`config.mk`:
```
export PLATFORM = sky130hd
export DESIGN_NAME = wdt_guard
export DESIGN_NICKNAME = d
export VERILOG_FILES = /design/src/rtl/wdtg_pkg.sv /design/src/rtl/wdtg_level.sv /design/src/rtl/wdtg_unlock.sv /design/src/rtl/wdtg_ctrl.sv /design/src/rtl/wdtg_timeout.sv /design/src/rtl/wdt_guard.sv
export SDC_FILE = /design/constraint.sdc
export NUM_CORES = 1
export LEC_CHECK = 0
export ABC_AREA = 1
export BUFFER_PORTS_ARGS = -buffer_cell sky130_fd_sc_hd__buf_4
export CAP_MARGIN = 40
export CORE_MARGIN = 2
export CORE_UTILIZATION = 25
export DETAILED_ROUTE_END_ITERATION = 10
export PLACE_DENSITY_LB_ADDON = 0.25
export SETUP_SLACK_MARGIN = 0.4
export SLEW_MARGIN = 20
export SYNTH_ARGS = -nofsm -noshare
export SYNTH_HDL_FRONTEND = slang
export SYNTH_SLANG_ARGS = --single-unit
```
`constraint.sdc`:
```
create_clock -name clk -period 4.5 [get_ports clk]
set_input_delay 0.9 -clock clk [delete_from_list [all_inputs] [get_ports clk]]
set_output_delay 0.9 -clock clk [all_outputs]
set_load 0.02 [all_outputs]
```
`src/rtl/wdtg_pkg.sv`:
```
package wdtg_pkg;
   localparam int REG_W  = 8;
   localparam int CE_POS = 4;
   localparam int EN_POS = 3;

   typedef enum logic [1:0] {
      SAFE_OPEN    = 2'd0,
      SAFE_GUARDED = 2'd1,
      SAFE_LOCKED  = 2'd2
   } safety_e;
endpackage

```
`src/rtl/wdtg_level.sv`:
```
module wdtg_level
   import wdtg_pkg::*;
(
   input  logic    compat,
   input  logic    always_on,
   output safety_e level
);
   always_comb begin
      if (always_on)   level = SAFE_LOCKED;
      else if (compat) level = SAFE_OPEN;
      else             level = SAFE_GUARDED;
   end
endmodule

```
`src/rtl/wdtg_unlock.sv`:
```
module wdtg_unlock #(
   parameter int WINDOW = 4
) (
   input  logic clk,
   input  logic rst_n,
   input  logic arm,
   output logic open
);
   if (WINDOW < 1) begin : g_bad_window
      $error("wdtg_unlock: WINDOW must be at least 1");
   end

   if (WINDOW == 1) begin : g_flag
      logic flag_q;
      always_ff @(posedge clk or negedge rst_n) begin
         if (!rst_n) flag_q <= 1'b0;
         else        flag_q <= arm;
      end
      assign open = flag_q;
   end else begin : g_count
      localparam int CW = $clog2(WINDOW + 1);
      logic [CW-1:0] left_q;
      always_ff @(posedge clk or negedge rst_n) begin
         if (!rst_n)               left_q <= '0;
         else if (arm)             left_q <= CW'(WINDOW);
         else if (left_q != '0)    left_q <= left_q - CW'(1);
      end
      assign open = (left_q != '0);

      AST_WINDOW_RELOAD: assert property (@(posedge clk) disable iff (!rst_n)
         arm |=> (left_q == CW'(WINDOW)));
      AST_WINDOW_DRAIN: assert property (@(posedge clk) disable iff (!rst_n)
         (!arm && left_q != '0) |=> (left_q == $past(left_q) - CW'(1)));
   end
endmodule

```
`src/rtl/wdtg_ctrl.sv`:
```
module wdtg_ctrl
   import wdtg_pkg::*;
#(
   parameter int SEL_W = 3
) (
   input  logic             clk,
   input  logic             rst_n,
   input  safety_e          level,
   input  logic             wr,
   input  logic             wr_enable_bit,
   input  logic [SEL_W-1:0] wr_sel,
   input  logic             unlocked,
   output logic             en_eff,
   output logic [SEL_W-1:0] sel
);
   logic en_q;
   logic sel_allow;

   assign sel_allow = (level == SAFE_OPEN) || unlocked;

   always_ff @(posedge clk or negedge rst_n) begin
      if (!rst_n) begin
         en_q <= 1'b0;
      end else if (wr) begin
         if (wr_enable_bit) en_q <= 1'b1;
         else if (unlocked) en_q <= 1'b0;
      end
   end

   always_ff @(posedge clk or negedge rst_n) begin
      if (!rst_n)                sel <= '0;
      else if (wr && sel_allow)  sel <= wr_sel;
   end

   assign en_eff = en_q || (level == SAFE_LOCKED);

   AST_EN_NEEDS_UNLOCK: assert property (@(posedge clk) disable iff (!rst_n)
      (en_eff && wr && !wr_enable_bit && !unlocked) |=> en_eff);
   AST_EN_SET: assert property (@(posedge clk) disable iff (!rst_n)
      (wr && wr_enable_bit) |=> en_eff);
   AST_SEL_GUARD: assert property (@(posedge clk) disable iff (!rst_n)
      (wr && level != SAFE_OPEN && !unlocked) |=> (sel == $past(sel)));
endmodule

```
`src/rtl/wdtg_timeout.sv`:
```
module wdtg_timeout #(
   parameter int SEL_W      = 3,
   parameter int TICK_SHIFT = 4
) (
   input  logic             clk,
   input  logic             rst_n,
   input  logic             run,
   input  logic             kick,
   input  logic [SEL_W-1:0] sel,
   output logic             pulse
);
   localparam int NSEL  = 1 << SEL_W;
   localparam int CNT_W = TICK_SHIFT + NSEL;

   if (TICK_SHIFT < 1) begin : g_bad_shift
      $error("wdtg_timeout: TICK_SHIFT must be at least 1");
   end

   logic [CNT_W-1:0] last_tick [NSEL];
   logic [CNT_W-1:0] cnt_q;
   logic             expire;

   for (genvar g = 0; g < NSEL; g++) begin : g_limit
      assign last_tick[g] = (CNT_W'(1) << (g + TICK_SHIFT)) - CNT_W'(1);
   end

   assign expire = (cnt_q >= last_tick[sel]);

   always_ff @(posedge clk or negedge rst_n) begin
      if (!rst_n) begin
         cnt_q <= '0;
         pulse <= 1'b0;
      end else if (!run || kick) begin
         cnt_q <= '0;
         pulse <= 1'b0;
      end else if (expire) begin
         cnt_q <= '0;
         pulse <= 1'b1;
      end else begin
         cnt_q <= cnt_q + CNT_W'(1);
         pulse <= 1'b0;
      end
   end

   AST_PULSE_SINGLE: assert property (@(posedge clk) disable iff (!rst_n)
      pulse |=> !pulse);
   AST_IDLE_ZERO: assert property (@(posedge clk) disable iff (!rst_n)
      !run |=> (cnt_q == '0 && !pulse));
   AST_KICK_CLEAR: assert property (@(posedge clk) disable iff (!rst_n)
      kick |=> (cnt_q == '0 && !pulse));
endmodule

```
`src/rtl/wdt_guard.sv`:
```
module wdt_guard
   import wdtg_pkg::*;
#(
   parameter int SEL_W      = 3,
   parameter int CE_WINDOW  = 4,
   parameter int TICK_SHIFT = 4
) (
   input  logic             clk,
   input  logic             rst_n,
   input  logic             strap_compat,
   input  logic             strap_always_on,
   input  logic             wr_en,
   input  logic [REG_W-1:0] wr_data,
   output logic [REG_W-1:0] rd_data,
   input  logic             kick,
   output logic             wdt_reset
);
   if (SEL_W < 1 || SEL_W > EN_POS) begin : g_bad_sel
      $error("wdt_guard: SEL_W must fit below the enable bit");
   end

   safety_e          level;
   logic             ce_open;
   logic             en_eff;
   logic [SEL_W-1:0] sel;
   logic             rsvd_unused;

   assign rsvd_unused = ^wr_data[REG_W-1:CE_POS+1] ^ (^wr_data[EN_POS-1:SEL_W-1]);

   wdtg_level u_level (
      .compat    (strap_compat),
      .always_on (strap_always_on),
      .level     (level)
   );

   wdtg_unlock #(.WINDOW(CE_WINDOW)) u_unlock (
      .clk   (clk),
      .rst_n (rst_n),
      .arm   (wr_en && wr_data[CE_POS]),
      .open  (ce_open)
   );

   wdtg_ctrl #(.SEL_W(SEL_W)) u_ctrl (
      .clk           (clk),
      .rst_n         (rst_n),
      .level         (level),
      .wr            (wr_en),
      .wr_enable_bit (wr_data[EN_POS]),
      .wr_sel        (wr_data[SEL_W-1:0]),
      .unlocked      (ce_open),
      .en_eff        (en_eff),
      .sel           (sel)
   );

   wdtg_timeout #(.SEL_W(SEL_W), .TICK_SHIFT(TICK_SHIFT)) u_timeout (
      .clk   (clk),
      .rst_n (rst_n),
      .run   (en_eff),
      .kick  (kick),
      .sel   (sel),
      .pulse (wdt_reset)
   );

   always_comb begin
      rd_data              = '0;
      rd_data[CE_POS]      = ce_open;
      rd_data[EN_POS]      = en_eff;
      rd_data[SEL_W-1:0]   = sel;
   end

   AST_LOCKED_READS_ON: assert property (@(posedge clk) disable iff (!rst_n)
      strap_always_on |-> rd_data[EN_POS]);
   AST_RESERVED_ZERO: assert property (@(posedge clk) disable iff (!rst_n)
      rd_data[REG_W-1:CE_POS+1] == '0);
endmodule

```
* After elaboration in Yosys (flattened, before gate mapping)
Memories as Yosys holds them, arrays and structs flattened.
Index checks and enable logic that the tools add are counted.
** Storage, ports and cells
- Bits in registers :: 20
- Output and inout port bits :: 9
- Word-level logic and storage cells :: 35
- Bits of input ports :: 14
- Bits in read-only memories :: 96
- Memories kept :: 1
** Cells by class
- Equal/unequal tests :: 1
- Mux-type cells :: 12
- $add $sub $neg :: 2
- Bitwise operators :: 1
- Reduce and logical (&&, ||, !) cells :: 11
- Order comparisons :: 2
** Memories
- (name not given) :: words 8, bits a word 12, rd ports 1, clocked after memory_dff 0, wr ports 0, RTL line wdtg_timeout.sv:27 : assign expire = (cnt_q >= last_tick[sel]);
** Operators by type and width (count)
- $mux W12 :: 4
- $add A12 B1 Y12 const B :: 1
- $ge A12 B12 Y1 :: 1
- $mux W3 :: 2
- $mux W1 :: 5
- $ge A4 B4 Y1 const B :: 1
- $not A3 Y4 :: 1
- $reduce_bool A2 Y1 :: 2
- $logic_or A1 B1 Y1 :: 3
- $reduce_bool A3 Y1 :: 1
- $sub A3 B1 Y3 const B :: 1
- $eq A2 B2 Y1 const B :: 1
- $logic_and A1 B1 Y1 :: 2
- $logic_not A2 Y1 :: 1
- $mux W2 :: 1
- $reduce_and A2 Y1 :: 1
- $logic_not A1 Y1 :: 1

* Longest topological paths before layout
Gate-level depths: netlist of the first run.
- Depth after elaboration :: 7
- Gate-level depth with buffers :: 11
- Gate-level depth less buffers :: 10

* Hierarchy
Synthesis of the first run repeated with hierarchy kept, for this count alone.
** Unflattened totals
- Cell total of the unflattened synthesis :: 167
- Area, all modules :: 1320.0 µm²
** Modules (own cells, without submodules)
- wdtg_timeout :: area each 902.1 µm², instances 1, cells an instance 114, sequential area each 325.3 µm²
- wdtg_ctrl :: area each 183.9 µm², instances 1, cells an instance 21, sequential area each 100.1 µm²
- wdtg_unlock :: area each 173.9 µm², instances 1, cells an instance 22, sequential area each 75.1 µm²
- wdt_guard :: area each 48.8 µm², instances 1, cells an instance 8, sequential area each 0.0 µm²
- wdtg_level :: area each 11.3 µm², instances 1, cells an instance 2, sequential area each 0.0 µm²

* Worst setup path before layout of the first run
No wires, ideal clock.
- Path kind :: input to output
- From :: input port strap_always_on
- To :: output port rd_data[3]
- Stages on the path :: 3
- Path buffers :: 1
- Setup slack :: 2408 ps
- Arrival :: 1192 ps
- Required time :: 3600 ps
- Cell sequence :: inv_1 nand2_1 buf_4
** Between the ends
- Word-level cells in the longest chain between the ends :: 3
** RTL lines
- start, declared :: RTL line wdt_guard.sv:11 : input logic strap_always_on,
- $mux W2 :: RTL line wdtg_level.sv:9 : if (always_on) level = SAFE_LOCKED;
- $eq A2 B2 Y1 :: RTL line wdtg_ctrl.sv:35 : assign en_eff = en_q || (level == SAFE_LOCKED);
- $logic_or A1 B1 Y1 :: RTL line wdtg_ctrl.sv:35
- end, declared :: RTL line wdt_guard.sv:14 : output logic [REG_W-1:0] rd_data,
No other way between the ends.

* Worst setup path after layout of the first run
- From :: register u_unlock.g_count.left_q[0]
- To :: output port rd_data[4]
** Between the ends
- Word-level cells in the longest chain between the ends :: 1
** RTL lines
- start, declared :: RTL line wdtg_unlock.sv:22 : logic [CW-1:0] left_q;
- start signal, assigned :: RTL line wdtg_unlock.sv:25 : else if (arm) left_q <= CW'(WINDOW);
- start signal, assigned :: RTL line wdtg_unlock.sv:26 : else if (left_q != '0) left_q <= left_q - CW'(1);
- $reduce_bool A3 Y1 :: RTL line wdtg_unlock.sv:28 : assign open = (left_q != '0);
No other way between the ends.

==> results of run 1 <==
==> worst max-delay path by stage <==
stage	depth (start not counted)	from	endpoint	slack [ns]
after floorplan	3	strap_always_on	rd_data[3]	2.41
after global placement	4	strap_always_on	rd_data[3]	2.28
after detailed placement	4	strap_always_on	rd_data[3]	2.27
after CTS	6	u_unlock.g_count.left_q[0]	rd_data[4]	2.23
after global routing	6	u_unlock.g_count.left_q[0]	rd_data[4]	2.14
final	6	u_unlock.g_count.left_q[0]	rd_data[4]	2.26
==> layout make-up <==
| class | instances | area share [%] |
|---|---|---|
| Multi-Input combinational cell | 107 | 43.16 |
| Inverter | 23 | 5.897 |
| Tap cell | 67 | 5.727 |
| Timing Repair Buffer | 16 | 8.205 |
| Clock buffer | 3 | 2.821 |
| Sequential cell | 20 | 34.19 |
==> report_power, final <==
part	total [mW]	switching (mW)	internal (mW)
registers	0.230	0.0236	0.207
logic	0.177	0.105	0.0726
clock network	0.117	0.0573	0.0596
==> kinds of logic (layout without fill, tap and decap cells) <==
family | count (synthesis) | in the layout | synth area share (%)
simple gates | 73 | 73 | 27.23
buf+inv | 30 | 42 | 10.99
flops | 20 | 20 | 39.60
compound gates | 13 | 13 | 6.436
fa+ha+maj | 10 | 10 | 9.901
xor+xnor | 8 | 8 | 5.545
other cells | 1 | 3 | 0.2967
==> state kept, by name, summed over array words and instances, names as in the netlist <==
| signal | flops |
|---|---|
| u_ctrl.en_q | 1 |
| u_ctrl.sel | 3 |
| u_timeout.cnt_q | 12 |
| u_timeout.pulse | 1 |
| u_unlock.g_count.left_q | 3 |
==> placed cells by master (no fill, tap or decap), types with 4 or more instances in the layout <==
| cell type | netlist | final |
|---|---|---|
| sky130_fd_sc_hd__buf_4 | 5 | 16 |
| sky130_fd_sc_hd__dfrtp_1 | 20 | 20 |
| sky130_fd_sc_hd__ha_1 | 10 | 10 |
| sky130_fd_sc_hd__inv_1 | 21 | 21 |
| sky130_fd_sc_hd__nand2_1 | 37 | 37 |
| sky130_fd_sc_hd__nand3_1 | 9 | 9 |
| sky130_fd_sc_hd__nor2_1 | 9 | 9 |
| sky130_fd_sc_hd__nor2_2 | 12 | 12 |
| sky130_fd_sc_hd__o21ai_0 | 4 | 4 |
| sky130_fd_sc_hd__xor2_1 | 5 | 5 |
==> routing by layer <==
layer	vias to the layer above	global-route usage, %	wire (um)
li1	500	-	-
met1	426	12.14	1161
met2	7	15.30	1050
met3	2	3.213	76
met4	0	3.571	29
met5	-	0	0
==> worst register-to-register path: cells and delay by family, from the launching register on <==
kind / cells / cell delay [ns]
compound gates: 1 / 0.17
flops: 1 / 0.48
simple gates: 5 / 0.92
fa+ha+maj: 1 / 0.29
==> stage by stage <==
stage	std cells	area (um2)	worst slack [ns]
floorplan	157	1271	2.408
global placement	233	1423	2.276
detailed placement	233	1423	2.268
CTS	236	1464	2.231
global route	236	1464	2.135
finish	236	1464	2.263
==> results.md, run 1 <==
| Item | This run | Unit |
|:---|:---|:---|
| Clock period minus worst slack | 2.237 | ns |
| Pin count of the biggest net entering global routing | 21 | - |
| Sequential cell area | 500.5 | um2 |
| Peak ir drop on the vdd network | 0.1820 | mV |
| Yosys warns | 0 | - |
| Number of buffers inserted for hold repair after clock tree synthesis | 0 | - |
| CP cell instances | inv_1, ha_1, inv_1, nor2_1, inv_1, buf_4 | - |
| Layout Skew | 0.007516 | ns |
| Number of buffers added by the clock tree synthesis step | 3 | - |
| CP max stage cell | sky130_fd_sc_hd__dfrtp_1 | - |
| Via count of the first global-routing pass | 908 | - |
| First-pass detailed-route iteration total | 4 | - |
| FF-to-FF setup slack | 2.54 | ns |
| Crit Reg-Reg Endpoint | u_timeout.cnt_q[0] | - |
| Proportion of netlist area held by the largest area contributor | 39.60 | % |
| H-tree Lvls | 1 | - |
| Routability-driven placement congestion ratio | 0.7131 | - |
| Unrepaired setup endpoints after global routing | no | - |
| Area used by multi-input combinational logic | 631.9 | um2 |
| Asr flop ratio synth | 100.0 | % |
| Worst Hold Depth | 1 | - |
| Number of maximum-capacitance constraint violations | 0 | - |
| Endpoints failing setup | 0 | - |
| Post-synthesis cell type count | 26 | - |
| Critical path fanouts, max | 4 | - |
| Post-layout nets | 195 | - |
| Post-Synthesis Mean Instance Area | 8.153 | um2 |
| Crit-path max cell delay | 0.36 | ns |
| Most frequent cell on the critical path | sky130_fd_sc_hd__inv_1 | - |
| Buffers inserted during post-CTS setup optimization | 0 | - |
| Category of the most critical setup path | reg2out | - |
| Top post-synthesis cells by area | sky130_fd_sc_hd__dfrtp_1 40%, sky130_fd_sc_hd__nand2_1 11%, sky130_fd_sc_hd__ha_1 9.9% | - |
| Standard cell core area | 0.004786 | mm2 |
| Floorplan die area | 0.005639 | mm2 |
| Pwr Density | 358.1 | mW/mm2 |
| Most instantiated cells after synthesis | 37 x sky130_fd_sc_hd__nand2_1, 21 x sky130_fd_sc_hd__inv_1, 20 x sky130_fd_sc_hd__dfrtp_1 | - |
| Post-synth EDFFs | 0 | - |
| Synthesis-to-finish area growth | 15.84 | % |
| CTS clk-pin slew, worst paths | 0.07 | ns |
| Reg-to-Reg Start | u_ctrl.sel[2] | - |
| Antenna cells | 0 | - |
| Half-perimeter wire length of the detailed placement result | 1.765 | mm |
| Routed wire length per instance | 9.818 | um |
| Hold Fails Final Rpt | 0 | - |
| Worst max-slew margin expressed relative to the limit | 64.35 | % |
| Most common cell in the netlist | sky130_fd_sc_hd__nand2_1 | - |
| Die Y-Extent | 75.10 | um |
| Placement Rows | 25 | - |
| Maximum buffer depth of the clock tree | 2 | - |
| CTS resizes | 0 | - |
| Residual DRC count | 0 | - |
| Min-Delay Path Class | reg2reg | - |
| Total negative slack | 0 | ns |
| Top Family by Delay on Critical Path | buffers and inverters | - |
| Filler cell count | 534 | - |
| Overall track demand over capacity in global routing | 9.628 | % |
| Top-level I/O count | 23 | - |
| Routed vias/inst | 3.962 | - |
| Number of pins with negative max-slew slack in the final report | 0 | - |
| Kind of start point of the critical path | flip-flop | - |
| Crit path required time | 3.60 | ns |
| Clk root buf | sky130_fd_sc_hd__clkbuf_8 | - |
| Cell accounting for the most synthesized area | sky130_fd_sc_hd__dfrtp_1 | - |
| DRC marker count from the first detailed-route iteration | 42 | - |
| Sinks on the clock net | 20 | - |
| Max Clock Freq | 447.1 | MHz |
| Clock tree from TritonCTS | built | - |
| Design Power | 0.5242 | mW |
| Util after Layout | 30.59 | % |
| Quantity of I/O buffers inserted on ports | 16 | - |
| Tightest Pin Transition | 0.5334 | ns |
| Outcome | complete, no violations | - |
| Horizontal die dimension | 75.10 | um |
| Fin Hold WS | 0.4613 | ns |
| CP bufs+invs | 4 | - |
| Summed instance area of the synthesized netlist | 0.001264 | mm2 |
| Main synth FF type | sky130_fd_sc_hd__dfrtp_1 | - |
| Worst R2R Path Depth | 7 | - |
| Wire length of the first global-routing pass | 4.084 | mm |
| Post-detailed-routing wire length | 2.317 | mm |
| Source-to-sink clock delay at the later pin of the worst-skew pair | 0.26 | ns |
| Proportion of layout cells with a drive suffix above 1 | 23.08 | % |
| Critical Path Sink Type | output port | - |
| Antenna violations before repair | 0 | - |
| Sink of the worst hold path | u_timeout.cnt_q[0] | - |
| Number of synthesized register bits | 20 | - |
| Total via count in the routed design | 935 | - |
| Synthesized instance count | 155 | - |
| Initial standard-cell utilization of the core | 26.41 | % |
| Critical path data arrival time | 1.34 | ns |
| Leakage power summed over all cells | 0.7088 | nW |
| Final period utilization | 49.70 | % |
| Antenna violation net count after detailed routing | 0 | - |
| Total overflow reported by the global router | 0 | - |
| Worst Min Path Start | u_timeout.cnt_q[0] | - |
| Seq/Total Area, Yosys | 39.60 | % |
Note: power is estimated with default switching activity, not from simulation.
==> inputs of run 2 (changes only) <==
- ABC_AREA: 1 -> 0
- clock period: 4.5 -> 2.1 ns (I/O delays scaled with it)
==> results.md, run 2 <==
| Item | This run | Unit | vs previous |
|:---|:---|:---|:---|
| Total overflow reported by the global router | 0 | - | unchanged |
| Number of buffers inserted for hold repair after clock tree synthesis | 0 | - | unchanged |
| Clk network pwr share | 21.0 | % | was 22.3% |
| Pwr Density | 769.6 | mW/mm2 | was 358.1 mW/mm2 |
| Source-to-sink clock delay at the later pin of the worst-skew pair | 0.26 | ns | about the same |
| Crit-path max cell delay | 0.48 | ns | was 0.36 ns |
| Peak ir drop on the vdd network | 0.4402 | mV | was 0.1820 mV |
| Crit path required time | 2.28 | ns | was 3.60 ns |
| Unrepaired setup endpoints after global routing | yes | - | was no |
| Hold Fails Final Rpt | 0 | - | unchanged |
| Routability-driven placement congestion ratio | 0.7814 | - | was 0.7131 |
| Floorplan die area | 0.005438 | mm2 | was 0.005639 mm2 |
| Number of maximum-capacitance constraint violations | 0 | - | unchanged |
| Total via count in the routed design | 939 | - | was 935 |
| Antenna violation net count after detailed routing | 0 | - | unchanged |
| Endpoints failing setup | 0 | - | unchanged |
| Placement Rows | 25 | - | unchanged |
| Registers with the most flip-flops | u_timeout.cnt_q (12), u_ctrl.sel (3), u_unlock.g_count.left_q (3) | - | unchanged |
| Post-detailed-routing wire length | 2.877 | mm | was 2.317 mm |
| Overall track demand over capacity in global routing | 11.27 | % | was 9.628% |
| Layout Skew | 0.006465 | ns | was 0.007516 ns |
| Most common cell in the netlist | sky130_fd_sc_hd__dfrtp_1 | - | was sky130_fd_sc_hd__nand2_1 |
| Proportion of netlist area held by the largest area contributor | 41.15 | % | was 39.60% |
| Via count of the first global-routing pass | 958 | - | was 908 |
| Synthesis-to-finish area growth | 35.19 | % | was 15.84% |
| Crit Reg-Reg Endpoint | u_timeout.cnt_q[2] | - | was u_timeout.cnt_q[0] |
| Worst R2R Path Depth | 7 | - | unchanged |
| Post-place instance area | 0.001400 | mm2 | was 0.001423 mm2 |
| Post-synth EDFFs | 0 | - | unchanged |
| Pin count of the biggest net entering global routing | 21 | - | unchanged |
| Half-perimeter wire length of the detailed placement result | 1.800 | mm | was 1.765 mm |
| CP cell instances | o21ai_2, ha_1, o21ai_2, a21oi_2, o32a_4, buf_6, nor3_4 | - | was inv_1, ha_1, inv_1, nor2_1, inv_1, buf_4 |
| Post-placement worst setup slack | 0.1458 | ns | was 2.268 ns |
| Routed wire length per instance | 14.60 | um | was 9.818 um |
| Routed vias/inst | 4.766 | - | was 3.962 |
| Kind of start point of the critical path | flip-flop | - | unchanged |
| Standard cell core area | 0.004692 | mm2 | was 0.004786 mm2 |
| Synthesized instance count | 116 | - | was 155 |
| Quantity of I/O buffers inserted on ports | 16 | - | unchanged |
| Sinks on the clock net | 20 | - | unchanged |
| Min-Delay Path Class | in2async | - | was reg2reg |
| Top Family by Delay on Critical Path | compound AO/OA/AOI/OAI gates | - | was buffers and inverters |
| H-tree Lvls | 1 | - | unchanged |
| Post-Synthesis Mean Instance Area | 10.48 | um2 | was 8.153 um2 |
| Initial standard-cell utilization of the core | 25.92 | % | was 26.41% |
| Cell accounting for the most synthesized area | sky130_fd_sc_hd__dfrtp_1 | - | unchanged |
| Post-Layout Inst Area | 0.001644 | mm2 | was 0.001464 mm2 |
| Summed instance area of the synthesized netlist | 0.001216 | mm2 | was 0.001264 mm2 |
| Most frequent cells in the layout | 23 x sky130_fd_sc_hd__buf_4, 17 x sky130_fd_sc_hd__dfrtp_1, 9 x sky130_fd_sc_hd__nor3_2, 9 x sky130_fd_sc_hd__xnor2_1, 7 x sky130_fd_sc_hd__inv_1 | - | was 37 x sky130_fd_sc_hd__nand2_1, 21 x sky130_fd_sc_hd__inv_1, 20 x sky130_fd_sc_hd__dfrtp_1 |
| Critical Path Sink Type | flip-flop | - | was output port |
| Proportion of layout cells with a drive suffix above 1 | 46.15 | % | was 23.08% |
| Wire length of the first global-routing pass | 4.692 | mm | was 4.084 mm |
| Most instantiated cells after synthesis | 20 x sky130_fd_sc_hd__dfrtp_1, 10 x sky130_fd_sc_hd__ha_1, 9 x sky130_fd_sc_hd__nor3_2, 9 x sky130_fd_sc_hd__xnor2_1, 8 x sky130_fd_sc_hd__inv_1 | - | was 37 x sky130_fd_sc_hd__nand2_1, 21 x sky130_fd_sc_hd__inv_1, 20 x sky130_fd_sc_hd__dfrtp_1 |
| Fin Hold WS | 0.03233 | ns | was 0.4613 ns |
| Number of buffers added by the clock tree synthesis step | 3 | - | unchanged |
| Depth of the critical timing path with buffers and inverters included | 7 | - | was 6 |
| Yosys warns | 0 | - | unchanged |
| Seq/Total Area, Yosys | 41.15 | % | was 39.60% |
| Top register by number of flip-flops | u_timeout.cnt_q | - | unchanged |
| Antenna violations before repair | 0 | - | unchanged |
| Top-level I/O count | 23 | - | unchanged |
| Critical path fanouts, max | 7 | - | was 4 |
| Clock period minus worst slack | 1.833 | ns |  |
| Die Y-Extent | 73.75 | um | was 75.10 um |
| Max reg flops | 12 | - | unchanged |
| Antenna cells | 0 | - | unchanged |
| Main synth FF type | sky130_fd_sc_hd__dfrtp_1 | - | unchanged |
| Cell Int Power | 0.8136 | mW | was 0.3388 mW |
| CTS clk-pin slew, worst paths | 0.08 | ns | was 0.07 ns |
| Most frequent cell on the critical path | sky130_fd_sc_hd__o21ai_2 | - | was sky130_fd_sc_hd__inv_1 |
| Design Power | 1.265 | mW | was 0.5242 mW |
| Top post-synthesis cells by area | sky130_fd_sc_hd__dfrtp_1 41%, sky130_fd_sc_hd__ha_1 10%, sky130_fd_sc_hd__nor3_2 7.4% | - | was sky130_fd_sc_hd__dfrtp_1 40%, sky130_fd_sc_hd__nand2_1 11%, sky130_fd_sc_hd__ha_1 9.9% |
| Sequential share of power | 40.9 | % | was 43.9% |
| DRC marker count from the first detailed-route iteration | 37 | - | was 42 |
| FF-to-FF setup slack | 0.27 | ns | was 2.54 ns |
| Final period utilization | 87.27 | % |  |
| Post-layout nets | 168 | - | was 195 |
| Reg-to-Reg Start | u_ctrl.sel[1] | - | was u_ctrl.sel[2] |
| Post-synthesis cell type count | 34 | - | was 26 |
| Smallest setup slack after layout | 0.2674 | ns | was 2.263 ns |
| Horizontal die dimension | 73.75 | um | was 75.10 um |
| Critical path data arrival time | 2.02 | ns | was 1.34 ns |
| Outcome | complete, no violations | - | unchanged |
| Comb power frac | 38.1 | % | was 33.8% |
| Clk root buf | sky130_fd_sc_hd__clkbuf_8 | - | unchanged |
| Residual DRC count | 0 | - | unchanged |
| Category of the most critical setup path | reg2reg | - | was reg2out |
| Leakage power summed over all cells | 0.6783 | nW | was 0.7088 nW |
| Number of synthesized register bits | 20 | - | unchanged |
| Switch share | 35.70 | % | was 35.37% |
| Maximum buffer depth of the clock tree | 2 | - | unchanged |
| Total net switching power | 0.4517 | mW | was 0.1854 mW |
| CP max stage cell | sky130_fd_sc_hd__dfrtp_2 | - | was sky130_fd_sc_hd__dfrtp_1 |
| Clock tree from TritonCTS | built | - | unchanged |
| Number of pins with negative max-slew slack in the final report | 0 | - | unchanged |
| Asr flop ratio synth | 100.0 | % | unchanged |
| Max Clock Freq | 545.7 | MHz |  |
| Total negative slack | 0 | ns | unchanged |
| First-pass detailed-route iteration total | 4 | - | unchanged |
| Most frequent standard cell in the layout excluding fill and tap cells | sky130_fd_sc_hd__buf_4 | - | was sky130_fd_sc_hd__nand2_1 |
| CP bufs+invs | 1 | - | was 4 |
## run 2: changes by cell type after synthesis, moves of 6 or more
cell,delta
sky130_fd_sc_hd__nand2_1,-33
sky130_fd_sc_hd__nor3_2,+8
sky130_fd_sc_hd__nor2_2,-12
sky130_fd_sc_hd__xnor2_1,+6
sky130_fd_sc_hd__inv_1,-13
## run 2: metal layers
| metal | track usage (%) | share of wire [%] | wire length, um |
|---|---|---|---|
| met5 | 0 | 0 | 0 |
| met4 | 4.242 | 1.4 | 40 |
| met3 | 2.195 | 1.9 | 56 |
| met2 | 18.06 | 47 | 1356 |
| met1 | 14.92 | 49 | 1424 |
## run 2: logic make-up after synthesis
family                     Yosys count  synth area share, %
and+or+nand+nor                     39                21.19
adders and majority gates           10                10.29
DFF                                 20                41.15
other                                1               0.3083
buffers and inverters               16                7.201
AOI/OAI and AO/OA                   16                9.054
muxes                                4                3.601
xor gates and xnor gates            10                7.202
## run 2: layout make-up
| type | count | area [um2] |
|---|---|---|
| Clock buffer | 4 | 45.04 |
| Timing Repair Buffer | 28 | 229.0 |
| Tap cell | 54 | 67.56 |
| Sequential cell | 20 | 504.2 |
| Fill cell | 462 | 3048 |
| Multi-Input combinational cell | 83 | 768.2 |
| Inverter | 8 | 30.03 |
## run 2: power by group through the flow
stage / registers [mW] / clock network (mW) / logic (mW)
5_1_grt: 0.528 / 0.292 / 0.527
3_5_place_dp: 0.508 / 0 / 0.374
2_1_floorplan: 0.515 / 0 / 0.264
3_3_place_gp: 0.504 / 0 / 0.359
6_report: 0.518 / 0.265 / 0.482
4_1_cts: 0.504 / 0.278 / 0.448
## run 2: worst reg2reg max path: stages, from the launching register on
cell and delay (ns):
sky130_fd_sc_hd__dfrtp_2 0.48, sky130_fd_sc_hd__o21ai_2 0.17, sky130_fd_sc_hd__ha_1 0.26, sky130_fd_sc_hd__o21ai_2 0.13
sky130_fd_sc_hd__a21oi_2 0.09, sky130_fd_sc_hd__o32a_4 0.38, sky130_fd_sc_hd__buf_6 0.15, sky130_fd_sc_hd__nor3_4 0.10
## run 2: through the flow
stage | util (%) | cells
after floorplan | - | 118
after global placement | 29.84 | 184
after detailed placement | 29.84 | 184
after CTS | 34.35 | 196
after global routing | 35.04 | 197
final | 35.04 | 197
## run 2: how the worst max path moves through the flow
stage / start / endpoint
after global routing: u_ctrl.sel[2] / u_timeout.cnt_q[2]
after CTS: u_ctrl.sel[0] / u_timeout.pulse
after global placement: u_ctrl.sel[1] / u_timeout.cnt_q[2]
final: u_ctrl.sel[1] / u_timeout.cnt_q[2]
after floorplan: u_ctrl.sel[1] / u_timeout.cnt_q[10]
after detailed placement: u_ctrl.sel[1] / u_timeout.cnt_q[2]
## run 2: timing repair
item,4_1_cts,5_1_grt
pin swaps,8,5
buffers inserted,7,1
setup endpoints to repair,14,14
endpoints found under the hold margin,0,0
cloned,1,0
gates resized for setup,18,6
